`config.mk`:
```
export PLATFORM = sky130hd
export DESIGN_NAME = lfu_repl
export DESIGN_NICKNAME = d
export VERILOG_FILES = /design/src/rtl/lfu_pkg.sv /design/src/rtl/lfu_cnt_store.sv /design/src/rtl/lfu_victim_pick.sv /design/src/rtl/lfu_repl.sv
export SDC_FILE = /design/constraint.sdc
export NUM_CORES = 1
export LEC_CHECK = 0
export ABC_CLOCK_PERIOD_IN_PS = 5760
export CORE_MARGIN = 1.5
export CORE_UTILIZATION = 34
export CTS_BUF_LIST = sky130_fd_sc_hd__clkbuf_8
export DETAILED_ROUTE_END_ITERATION = 10
export GPL_TIMING_DRIVEN = 1
export PLACE_DENSITY = 0.44
export SLEW_MARGIN = 20
export SYNTH_ARGS = -nofsm -noshare
export SYNTH_HDL_FRONTEND = slang
export SYNTH_HIERARCHICAL = 1
export SYNTH_SLANG_ARGS = --single-unit
```
`constraint.sdc`:
```
create_clock -name clk -period 5.76 [get_ports clk]
set_input_delay 1.152 -clock clk [delete_from_list [all_inputs] [get_ports clk]]
set_output_delay 1.152 -clock clk [all_outputs]
set_load 0.02 [all_outputs]
```
`src/rtl/lfu_pkg.sv`:
```
package lfu_pkg;

    // Command encoding on cmd_op
    typedef enum logic [1:0] {
        OP_QUERY = 2'b00,
        OP_HIT   = 2'b01,
        OP_FILL  = 2'b10,
        OP_EVICT = 2'b11
    } lfu_op_e;

    // Default geometry
    localparam int LFU_SETS  = 8;
    localparam int LFU_WAYS  = 4;
    localparam int LFU_CNT_W = 4;

    // Registered answer to a query
    typedef struct packed {
        logic       strobe;
        logic [7:0] way;
    } lfu_answer_t;

endpackage

```
`src/rtl/lfu_cnt_store.sv`:
```
module lfu_cnt_store
    import lfu_pkg::*;
#(
    parameter int SETS  = LFU_SETS,
    parameter int WAYS  = LFU_WAYS,
    parameter int CNT_W = LFU_CNT_W,
    localparam int SET_W = $clog2(SETS),
    localparam int WAY_W = $clog2(WAYS)
) (
    input  logic                        clk,
    input  logic                        rst,
    input  logic                        upd_en,
    input  lfu_op_e                     upd_op,
    input  logic [SET_W-1:0]            upd_set,
    input  logic [WAY_W-1:0]            upd_way,
    output logic [SETS*WAYS-1:0]        valid_flat,
    output logic [SETS*WAYS*CNT_W-1:0]  cnt_flat,
    output logic [SETS*CNT_W-1:0]       setcnt_flat
);

    localparam logic [CNT_W-1:0] CNT_MAX = '1;

    for (genvar s = 0; s < SETS; s++) begin : g_set
        logic [CNT_W-1:0] row_cnt [WAYS];
        logic [CNT_W-1:0] base_q;
        logic [CNT_W-1:0] fill_cnt;
        logic             set_sel;

        assign set_sel  = upd_en && (upd_set == SET_W'(s));
        assign fill_cnt = (base_q == CNT_MAX) ? CNT_MAX : base_q + 1'b1;

        // inherited count: takes the evicted way's count
        always_ff @(posedge clk) begin
            if (rst) begin
                base_q <= '0;
            end else if (set_sel && upd_op == OP_EVICT) begin
                base_q <= row_cnt[upd_way];
            end
        end

        for (genvar w = 0; w < WAYS; w++) begin : g_way
            logic             v_q;
            logic [CNT_W-1:0] c_q;
            logic             way_sel;

            assign way_sel = set_sel && (upd_way == WAY_W'(w));

            always_ff @(posedge clk) begin
                if (rst) begin
                    v_q <= 1'b0;
                    c_q <= '0;
                end else if (way_sel) begin
                    case (upd_op)
                        OP_HIT: begin
                            if (v_q && c_q != CNT_MAX) c_q <= c_q + 1'b1;
                        end
                        OP_FILL: begin
                            v_q <= 1'b1;
                            c_q <= fill_cnt;
                        end
                        OP_EVICT: begin
                            v_q <= 1'b0;
                            c_q <= '0;
                        end
                        default: ;
                    endcase
                end
            end

            assign row_cnt[w]                              = c_q;
            assign valid_flat[s*WAYS+w]                    = v_q;
            assign cnt_flat[(s*WAYS+w)*CNT_W +: CNT_W]     = c_q;
        end

        assign setcnt_flat[s*CNT_W +: CNT_W] = base_q;
    end

endmodule

```
`src/rtl/lfu_victim_pick.sv`:
```
module lfu_victim_pick
    import lfu_pkg::*;
#(
    parameter int WAYS  = LFU_WAYS,
    parameter int CNT_W = LFU_CNT_W,
    localparam int WAY_W = $clog2(WAYS)
) (
    input  logic [WAYS-1:0]        row_valid,
    input  logic [WAYS*CNT_W-1:0]  row_cnt,
    output logic [WAY_W-1:0]       pick_way
);

    logic             have_free;
    logic [WAY_W-1:0] free_way;
    logic [WAY_W-1:0] min_way;
    logic [CNT_W-1:0] min_cnt;

    // lowest-numbered empty way
    always_comb begin
        have_free = 1'b0;
        free_way  = '0;
        for (int w = 0; w < WAYS; w++) begin
            if (!have_free && !row_valid[w]) begin
                have_free = 1'b1;
                free_way  = WAY_W'(w);
            end
        end
    end

    // smallest count, strict compare keeps the lower way on ties
    always_comb begin
        min_way = '0;
        min_cnt = row_cnt[0 +: CNT_W];
        for (int w = 1; w < WAYS; w++) begin
            if (row_cnt[w*CNT_W +: CNT_W] < min_cnt) begin
                min_cnt = row_cnt[w*CNT_W +: CNT_W];
                min_way = WAY_W'(w);
            end
        end
    end

    assign pick_way = have_free ? free_way : min_way;

endmodule

```
`src/rtl/lfu_repl.sv`:
```
module lfu_repl
    import lfu_pkg::*;
#(
    parameter int SETS  = LFU_SETS,
    parameter int WAYS  = LFU_WAYS,
    parameter int CNT_W = LFU_CNT_W,
    localparam int SET_W = $clog2(SETS),
    localparam int WAY_W = $clog2(WAYS)
) (
    input  logic             clk,
    input  logic             rst,
    input  logic             cmd_valid,
    input  logic [1:0]       cmd_op,
    input  logic [SET_W-1:0] cmd_set,
    input  logic [WAY_W-1:0] cmd_way,
    output logic             victim_valid,
    output logic [WAY_W-1:0] victim_way
);

    lfu_op_e                    op;
    logic                       is_query;
    logic [SETS*WAYS-1:0]       valid_flat;
    logic [SETS*WAYS*CNT_W-1:0] cnt_flat;
    logic [SETS*CNT_W-1:0]      setcnt_flat;
    logic [WAYS-1:0]            row_valid;
    logic [WAYS*CNT_W-1:0]      row_cnt;
    logic [WAY_W-1:0]           pick_way;

    assign op       = lfu_op_e'(cmd_op);
    assign is_query = cmd_valid && (op == OP_QUERY);

    lfu_cnt_store #(.SETS(SETS), .WAYS(WAYS), .CNT_W(CNT_W)) u_store (
        .clk        (clk),
        .rst        (rst),
        .upd_en     (cmd_valid),
        .upd_op     (op),
        .upd_set    (cmd_set),
        .upd_way    (cmd_way),
        .valid_flat (valid_flat),
        .cnt_flat   (cnt_flat),
        .setcnt_flat(setcnt_flat)
    );

    // row of the addressed set
    always_comb begin
        row_valid = valid_flat[int'(cmd_set)*WAYS +: WAYS];
        row_cnt   = cnt_flat[int'(cmd_set)*WAYS*CNT_W +: WAYS*CNT_W];
    end

    lfu_victim_pick #(.WAYS(WAYS), .CNT_W(CNT_W)) u_pick (
        .row_valid(row_valid),
        .row_cnt  (row_cnt),
        .pick_way (pick_way)
    );

    always_ff @(posedge clk) begin
        if (rst) begin
            victim_valid <= 1'b0;
            victim_way   <= '0;
        end else begin
            victim_valid <= is_query;
            if (is_query) victim_way <= pick_way;
        end
    end

endmodule

```
Word level (Yosys, flattened, before mapping)
Cells that the tools add are included.

Word-level logic and storage cells: 474. Input bits: 10. Flip-flop bits (word level): 195.

Add/sub/neg operators: 40. Muxes and demuxes: 110. Reductions and logical operators: 158. Equality and inequality tests: 85. Bitwise operators: 1. Shift-type cells: 2. $lt $le $gt $ge: 4.

Operators by type and width (number): $pmux W4 S3 (32); $mux W4 (58); $add A4 B1 Y4 const B (40); $ne A4 B4 Y1 const B (32); $shiftx A128 B8 Y16 (1); $reduce_and A3 Y1 (32); $logic_and A1 B1 Y1 (84); $bmux W4 S2 (8); $ne A2 B1 Y1 const B (32); $reduce_and A2 Y1 (32); $eq A4 B4 Y1 const B (8); $shiftx A32 B6 Y4 (1); $eq A3 B3 Y1 const B (4); $lt A4 B4 Y1 (3); $mux W2 (5); $eq A2 B2 Y1 const B (4); $eq A3 B2 Y1 const B (2); $mux W1 (6); $logic_not A1 Y1 (5); $eq A2 B1 Y1 const B (2); $logic_not A2 Y1 (2); $eq A3 B1 Y1 const B (1); $ge A3 B3 Y1 const B (1); $logic_not A3 Y1 (1); 4 further kinds (4).

Logic depth before layout (Yosys ltp)
Gate-level depths: netlist of the first run.

Depth after elaboration: 11. Mapped depth: 22.

Cells and area by module
Netlist of the first run, hierarchy kept.

Modules (own cells, without submodules): lfu_cnt_store (instances 1, area each 11154.4 µm², cells each 1392); lfu_repl (instances 1, area each 1450.1 µm², cells each 80); lfu_victim_pick (instances 1, area each 478.0 µm², cells each 62).

Worst setup path after synthesis of the first run
No wires, ideal clock.

Kind: input port to flip-flop. Start: input port cmd_set[0]. End: register victim_way[1]. Path slack: 0.667 ns. Data arrival time: 4.979 ns. Setup time: 0.114 ns. Path buffers: 2. Stages on the path: 21. Cells stage by stage: clkbuf_2 -> buf_6 -> mux4_1 -> mux2_2 -> ha_1 -> a2111oi_4 -> a21oi_2 -> mux2i_1 -> ha_1 -> o21ai_0 -> o211ai_1 -> o31a_1 -> nor2_1 -> a21o_1 -> ha_1 -> o311ai_1 -> a21o_1 -> o211ai_1 -> o21ai_1 -> mux2i_1 -> nor2_1.

Elaborated cells between the ends (all ways): 24.

RTL lines: from (decl) (RTL line lfu_repl.sv:14) `input logic [SET_W-1:0] cmd_set,`; $shiftx A128 B8 Y16 (*) (RTL line lfu_repl.sv:47) `row_cnt = cnt_flat[int'(cmd_set)*WAYS*CNT_W +: WAYS*CNT_W];`; via row_cnt[5] (RTL line lfu_repl.sv:26) `logic [WAYS*CNT_W-1:0] row_cnt;`; $lt A4 B4 Y1 (RTL line lfu_victim_pick.sv:35) `if (row_cnt[w*CNT_W +: CNT_W] < min_cnt) begin`; $mux W4 (*) (RTL line lfu_victim_pick.sv:35); $lt A4 B4 Y1 (RTL line lfu_victim_pick.sv:35); $mux W4 (RTL line lfu_victim_pick.sv:35); $lt A4 B4 Y1 (RTL line lfu_victim_pick.sv:35); $mux W2 (*) (RTL line lfu_victim_pick.sv:35); $mux W2 (*) (RTL line lfu_victim_pick.sv:42) `assign pick_way = have_free ? free_way : min_way;`; via pick_way[1] (RTL line lfu_repl.sv:27) `logic [WAY_W-1:0] pick_way;`; to (signal assigned) (RTL line lfu_repl.sv:62) `if (is_query) victim_way <= pick_way;`; to (decl) (RTL line lfu_repl.sv:17) `output logic [WAY_W-1:0] victim_way`.

The timed path passes the listed nets; every way through them passes the cells marked *. A chain may end at the register's enable or synchronous reset.

Worst setup path after layout of the first run
Same ends and word-level chain as after synthesis.

==> out/results.txt, run 1 <==
The xor-xnor portion of the synthesized cell area was 0%; the depth of the worst register-to-register path was 19. The number of hold-repair buffers added at the cts stage was 0. The run finished with clean final reports.

The run gives 0.0397 sq mm as the full die area. The post-detailed-route wirelength per cell is 23.9 um, and the share of layout cells above drive strength 1 is 8.60%. Final cell utilization of the core: 36.3%. The final hold violation count is 0, and the wire length of the first global-routing pass is 71500 um. At the later pin of the worst-skew pair, clock insertion delay measures 0.51 ns. From left edge to right edge, the die measures 199 um.

The final clock skew was 0.0165 ns; the maximum level of the CTS H-tree was 4. Power spread over the standard cell area amounts to 186 mW/mm^2. The number of vias in the routed layout was 12100. The number of nets handed over by synthesis was 1595.

Summed over all nets, the switching power comes to 0.710 mW. Yosys printed 6 warnings. Setup repair after global routing left no endpoint under its margin.

The run gives 6.13 ns as the data required time at the worst endpoint. The max-slew violation total from the final report was 0. After global routing, the most crowded layer is met2. By area, the combinational part of the netlist is dominated by simple AND/OR/NAND/NOR gates. The count of unresolved DRC violations after routing came out at 0. The adder and majority gate portion of the synthesized area was 4.88%. The master cell of the clock root buffer is clkbuf_8.

For this run, asynchronously set or reset flops after synthesis account for 0%. The clock passes through at most 2 buffers. Summed over all cells, the static leakage comes to 4.67 nW.

Power comes to 2.56 mW. The pre-antenna-repair detailed-routing pass consisted of 5 iterations. The final period utilization was 91.4%; the post-detailed-route count of antenna-violating nets was 0.

Setup slack on the worst reg-to-reg path comes out at 1.21 ns. For the worst ir drop on vdd, the log shows 0.125 mV. The detailed router's first-iteration violation count was 1060. The worst hold path cell count works out to 2. The part of the power in registers came out at 53.3%. Once the floorplan was initialized, standard cells occupied 34.7% of the core.

Buffers plus inverters on the worst setup path: 1. In this run the critical register-to-register path is captured at victim_way[1]. For the cell area reported after detailed placement, the log shows 0.0133 sq mm.

The worst path needs 5.26 ns of the cycle, external delays included. Counting stages on the worst path, the most repeated cell is ha_1. TritonCTS built the clock tree.

The multiplexer share of the synthesized area is 15.6%. The switching share of power is 27.8%. 13 I/O pins were placed. In this run, synthesis inferred 0 flip-flops with an integrated enable. For the multi-input gate area in the final layout, the log shows 0.00844 sq mm.

The combined global-route utilization of all metal layers came out at 24.2%. The tools report the number of distinct library cells after synthesis as 57. The synthesized netlist devotes 24.3% of its cell area to simple gates. Class of the worst hold path: reg2reg. Once layout is done, the placed cells without fillers occupy 0.0137 sq mm. The growth of design area from synthesis to finish is 4.79%.

For the diode insertion count for antenna repair, the log shows 0. Counting the buffers created by CTS gives 17. Gates resized during post-CTS repair numbered 0. The tools report the launching element type of the critical path as a primary input. The logs give 0.190 GHz for the maximum frequency from static timing analysis and 0 for the global-route congestion overflow total. The tools report the final weighted congestion in routability-driven placement as 0.877.

Counting instances in the post-synthesis netlist gives the leading cell types as nor2_1, dfxtp_1, a21oi_1. The initial antenna violation count is 0, and the routed via count divided by cell count is 6.13. The synthesized netlist devotes 19.7% of its cell area to compound gates. The classification of the worst setup path is in2reg. The worst slew slack as a fraction of its limit is 27.8%, and the final-report setup violation count is 0. Detailed placement finished with a half-perimeter wire length of 32600 um.

Across the whole layout, storage elements account for 0.00390 sq mm. Global routing consumed, on the met2 layer, 36.4% of the routing resources. The number of maximum-capacitance constraint violations came out at 0. The filler cells instantiated in the layout total 3827.

The area fraction of the dominant cell type after synthesis was 29.8%; the met3 track demand over resource was 3.59%. Grouping stages by cell kind, the critical path spends the most delay in compound AO/OA/AOI/OAI gates. After clock tree synthesis, the setup repair step added 0 buffers. Combinational logic is responsible for 9.3% of the overall power. The logs give 47300 um for the total wire length and 29.8% for the sequential share of the synthesized area. At the pin with the least slew margin, the transition time is 1.08 ns. The logs give 1.85 mW for the total internal power and 0.0131 sq mm for the area of the mapped netlist. Launch instance of the worst register-to-register path: u_store/g_set[3].g_way[1].c_q[3]. The worst setup path is captured at a flop. The leading register cell type out of synthesis is dfxtp_1. The clock transition time at the flip-flop clock pins of the worst setup and hold paths is 0.10 ns. Global routing consumed, on the met1 layer, 36.1% of the routing resources.

Synthesized area divided by synthesized cell count: 8.53 sq um. The run gives 0.0378 sq mm as the floorplan core area. The largest net degree at the start of global routing was 105; the peak per-stage delay on the critical path was 0.64 ns. Buffers placed on the I/O ports in this run total 12. The number of global-route vias before repair was 11200; the y dimension of the die was 199 um. By area the synthesized netlist is led by dfxtp_1, mux4_1, nor2_1. The worst hold path terminates at u_store/g_set[4].base_q[1]. The signal on the critical path passes through buf_2, mux4_1, mux2_2, ha_1, o21ai_0, a21oi_2, mux2i_1, ha_1, o21ai_0, o211ai_1, o31a_1, nor2_1, a21o_1, ha_1, o311ai_1, a21o_1, o211ai_1, o21ai_1, mux2i_1, nor2_1. For the final sum of negative setup slack, the log shows 0 ns.

Data on the critical path arrives at its endpoint at 5.63 ns. In this run the worst path has a maximum fanout of 18. The run gives 71 as the row count. In the post-synthesis netlist, the cell with the most instances is nor2_1. The beginning of the worst hold path is u_store/g_set[4].base_q[1].

For the post-layout net count, the log shows 1514. The biggest area contributor in the post-synthesis netlist is dfxtp_1. The tools report the count of mapped cells out of synthesis as 1534. The highest-delay cell along the critical path is mux4_1. The clock network burns 37.4% of the power. For this design, the sink count on the clock tree is 195.

The number of register bits inferred by synthesis came out at 195.
## layer usage
layer / vias to the layer above / wire length (um)
met5: - / 0
met4: 0 / 623
li1: 5720 / -
met1: 6004 / 23200
met3: 33 / 2640
met2: 362 / 20800
## worst max-delay path by stage
stage	startpoint	to	cells past startpoint
4_1_cts	cmd_set[0]	victim_way[1]	20
2_1_floorplan	cmd_set[0]	victim_way[1]	21
6_report	cmd_set[0]	victim_way[1]	20
3_5_place_dp	cmd_set[0]	victim_way[1]	20
3_3_place_gp	cmd_set[0]	victim_way[1]	20
5_1_grt	cmd_set[0]	victim_way[1]	20
## cells by family (layout without fill, tap and decap cells)
family,count (synthesis),count (layout)
buffers and inverters,152,83
AND/OR/NAND/NOR,593,593
flip-flops,195,195
adder cells (fa/ha/maj),51,51
AO/OA/AOI/OAI,447,447
multiplexers,96,96
## tightest hold or removal path, delay by kind of cell (launching register included)
kind	cells	cell delay [ns]
AOI/OAI and AO/OA	2	0.13
DFF	1	0.35
## stage by stage
stage / setup slack [ns] / instances / hold WS (ns)
4_1_cts: 0.583 / 1976 / 0.519
6_report: 0.497 / 1976 / 0.517
3_5_place_dp: 0.0631 / 1945 / 0.504
3_3_place_gp: 0.122 / 1945 / 0.501
5_1_grt: 0.300 / 1976 / 0.544
2_1_floorplan: 0.667 / 1534 / 0.480
## area by class of cell
type	count	share of cell area, %
well taps	511	4.66
inverters	18	0.493
repair buffers	34	1.92
clock buffers	21	2.11
multi-input cells	1187	61.5
clock inverters	10	0.803
flip-flops and latches	195	28.5
## power groups by stage
stage / sequential [mW] / combinational (mW) / clock [mW]
after floorplan: 1.39 / 0.168 / 0
after global placement: 1.39 / 0.235 / 0
after detailed placement: 1.39 / 0.234 / 0
after CTS: 1.36 / 0.235 / 0.985
after global routing: 1.36 / 0.255 / 1.04
final: 1.36 / 0.237 / 0.956
## sequential cells by signal (all words and copies together), names as in the netlist
register / flops
victim_valid: 1
u_store/g_set.g_way.v_q: 32
u_store/g_set.g_way.c_q: 128
u_store/g_set.base_q: 32
victim_way: 2
## cells in the final DEF, fill, tap and decap left out, types with 38 or more instances in the layout
cell      count
nor2_1      226
ha_1         51
o21ai_0     149
and4b_1      38
dfxtp_1     195
mux4_1       40
a211oi_1     70
a31oi_1      40
nor3_1      122
a21oi_1     152
No activity file was read; power rests on OpenSTA's default activity.
==> inputs of run 2 (changes only) <==
Settings changed: CAP_MARGIN set to 20.
==> results of run 2 <==
Same layout as run 1: the final DEF is identical, and so are final timing and power.
==> inputs of run 3 (changes only) <==
Settings changed: REMOVE_ABC_BUFFERS set to 1, SLEW_MARGIN 20 to 10.
==> out/results.txt, run 3 (synthesized netlist as in run 1, its figures left out) <==
The flow ran to the end, and the final reports show no timing, DRC or antenna violations. The number of I/O port buffers works out to 12. Once the clock tree was built, the resizer swapped 0 gates to a different size. After floorplanning, the core was sized to cover 0.0378 sq mm. The run gives 0.0397 sq mm as the full die area. For the worst path arrival time, the log shows 5.57 ns. The critical path in this run is classified as in2reg. The total overflow left after global routing is 0. Summed over all failing endpoints, the final setup total negative slack is 0 ns. Ranked by flip-flop count, first place goes to u_store/g_set.g_way.c_q. The library cell used most frequently in the layout, excluding fill and tap cells, is nor2_1.

At the pin with the least slew margin, the transition time is 1.13 ns. The startpoint identified for the worst register-to-register timing path is u_store/g_set[3].g_way[1].c_q[3]. The number of placed instances, taps included, is 1942. The path class of the tightest hold or removal check is reg2reg. The top cell family by delay on the critical path was compound AO/OA/AOI/OAI gates. Worst hold slack: 0.516 ns. For the total setup buffers inserted after CTS, the log shows 0.

Leaving out fill and tap cells, the most frequent cells in the layout are nor2_1, dfxtp_1, a21oi_1, o21ai_0, nor3_1. The final-report setup violation count came out at 0. Setup repair after global routing left no endpoint under its margin. The initial antenna violation count was 3; the first-pass detailed-route iteration total was 7.

The run gives 0.0138 sq mm as the design area. Data required time at the worst endpoint: 6.12 ns. The run gives 195 as the total number of clock tree sinks. The master cell of the clock root buffer is clkbuf_8. Once placement finished, the instance area stood at 0.0133 sq mm.

The routed via count divided by cell count is 6.13. In the final layout, the multi-input gates occupy 0.00844 sq mm. Peak per-stage delay on the critical path: 0.59 ns. The largest registers in the layout are u_store/g_set.g_way.c_q (128), u_store/g_set.base_q (32), u_store/g_set.g_way.v_q (32).

The design draws 2.65 mW. Dividing total power by cell area gives a power density of 192 mW/mm^2. The clock period minus worst slack is 5.21 ns.

Derived from the worst setup path, the maximum achievable clock frequency is 0.192 GHz. The number of global-route vias before repair came out at 10900. Row count: 71.

For flop-to-flop paths, the worst setup slack is 1.27 ns. The tools report the wire length of the first global-routing pass as 71000 um. The repair_antennas step left the layout with diodes totalling 0. OpenSTA, run right after detailed placement, puts the worst setup slack at 0.0463 ns. In the final layout, the share of cells above drive strength 1 is 8.48%. VDD sags by at most 0.134 mV. Between clock sinks in the finished design, the worst skew comes to 0.0223 ns.

The number of buffers and inverters on the critical path is 2. In this run, post-CTS hold repair placed 0 buffers. The final hold violation count came out at 0. Compared with the post-synthesis result, the final layout area differs by 5.14%. The clock network latency to the later pin of the worst-skew pair came out at 0.51 ns.

In this run the critical register-to-register path is captured at victim_way[1]. In the finished design, the share of the clock period the worst path needs comes to 90.4%. For this block, the initial DRC count from the detailed router was 1314.

The final worst slack was 0.554 ns; the depth of the worst register-to-register path was 19. The area of all sequential standard cells is 0.00390 sq mm. Highest-delay cell along the critical path: mux4_1.

The die boundary width is 199 um. TritonCTS built the clock tree. Max-cap violations in this run came to 0. The number of clock buffers added by TritonCTS is 17. The tools report the final weighted congestion in routability-driven placement as 0.944. The initial core utilization is 34.7%.

The critical path starts at cmd_set[0]. Y dimension of the die: 199 um. For this block, the via count after detailed routing is 12100. The termination of the worst setup path was victim_way[1].

In the global route stage, overall resource usage came out at 24.0%. In this run the remaining antenna-violating nets after routing total 0. The count of unresolved DRC violations after routing was 0; the post-detailed-route wirelength per cell was 23.9 um.

The number of flip-flops in the largest register works out to 128. Detailed placement finished with a half-perimeter wire length of 32100 um. The maximum level of the CTS H-tree is 4. The logs give 4.70 nW for the leakage power figure and 13 for the I/O pin count. Post-route non-filler standard cell count: 1974. The launching element type of the critical path was a primary input. Along the worst path, the maximum fanout reaches 23.

The worst hold path begins at u_store/g_set[0].base_q[1]. Fill cells in the final layout number 3844. The logs give 1511 for the post-layout net count and 47200 um for the total wire length.

Clock transition time at the flip-flop clock pins of the worst setup and hold paths: 0.10 ns. The critical path goes through buf_2, buf_4, mux4_1, mux2_2, nand2b_4, a2111oi_4, a21oi_2, mux2i_1, ha_1, o21ai_0, o211ai_1, o31a_1, nor2_1, a21o_1, ha_1, o311ai_1, a21o_1, o211ai_1, o21ai_1, mux2i_1, nor2_1. The largest net degree at the start of global routing was 122.

For the final cell utilization of the core, the log shows 36.4%. Measured against its own limit, the worst slew margin works out to 24.7%. The max-slew violation total from the final report was 0; the maximum count of clock buffers along a single path was 2. The cell count along the critical path works out to 21. The worst setup path is captured at a flop.
==> run 3: routing by layer <==
layer	global-route usage, %	share of wire (%)
met1	36.7	51
met3	2.62	4.5
met2	35.6	44
met4	5.67	1.2
met5	0	0
==> run 3: worst min-delay path by stage <==
stage | endpoint | slack (ns) | depth (start not counted)
finish | u_store/g_set[0].base_q[1] | 0.52 | 2
global placement | u_store/g_set[0].base_q[1] | 0.50 | 2
global route | u_store/g_set[0].base_q[1] | 0.54 | 2
CTS | u_store/g_set[0].base_q[1] | 0.52 | 2
floorplan | u_store/g_set[6].base_q[1] | 0.47 | 2
detailed placement | u_store/g_set[0].base_q[1] | 0.50 | 2
==> run 3: where the power goes <==
group	switching (mW)	internal [mW]	total [mW]	leakage [nW]
registers	0.0101	1.35	1.36	1.57
logic	0.169	0.0671	0.236	2.90
clock network	0.551	0.498	1.05	0.235
total	0.730	1.92	2.65	4.70
==> run 3: layout make-up <==
class	count	area share [%]
sequential	195	28.4
inverter	18	0.491
multi-input combinational	1187	61.3
clock buffer	19	1.90
clock inverter	13	1.31
timing repair buffer	31	1.93
tap	511	4.65
==> run 3: worst min-delay path, stage by stage, from the launching register on <==
cell and delay (ns):
dfxtp_1 0.34, o21ai_0 0.07, a21oi_1 0.06
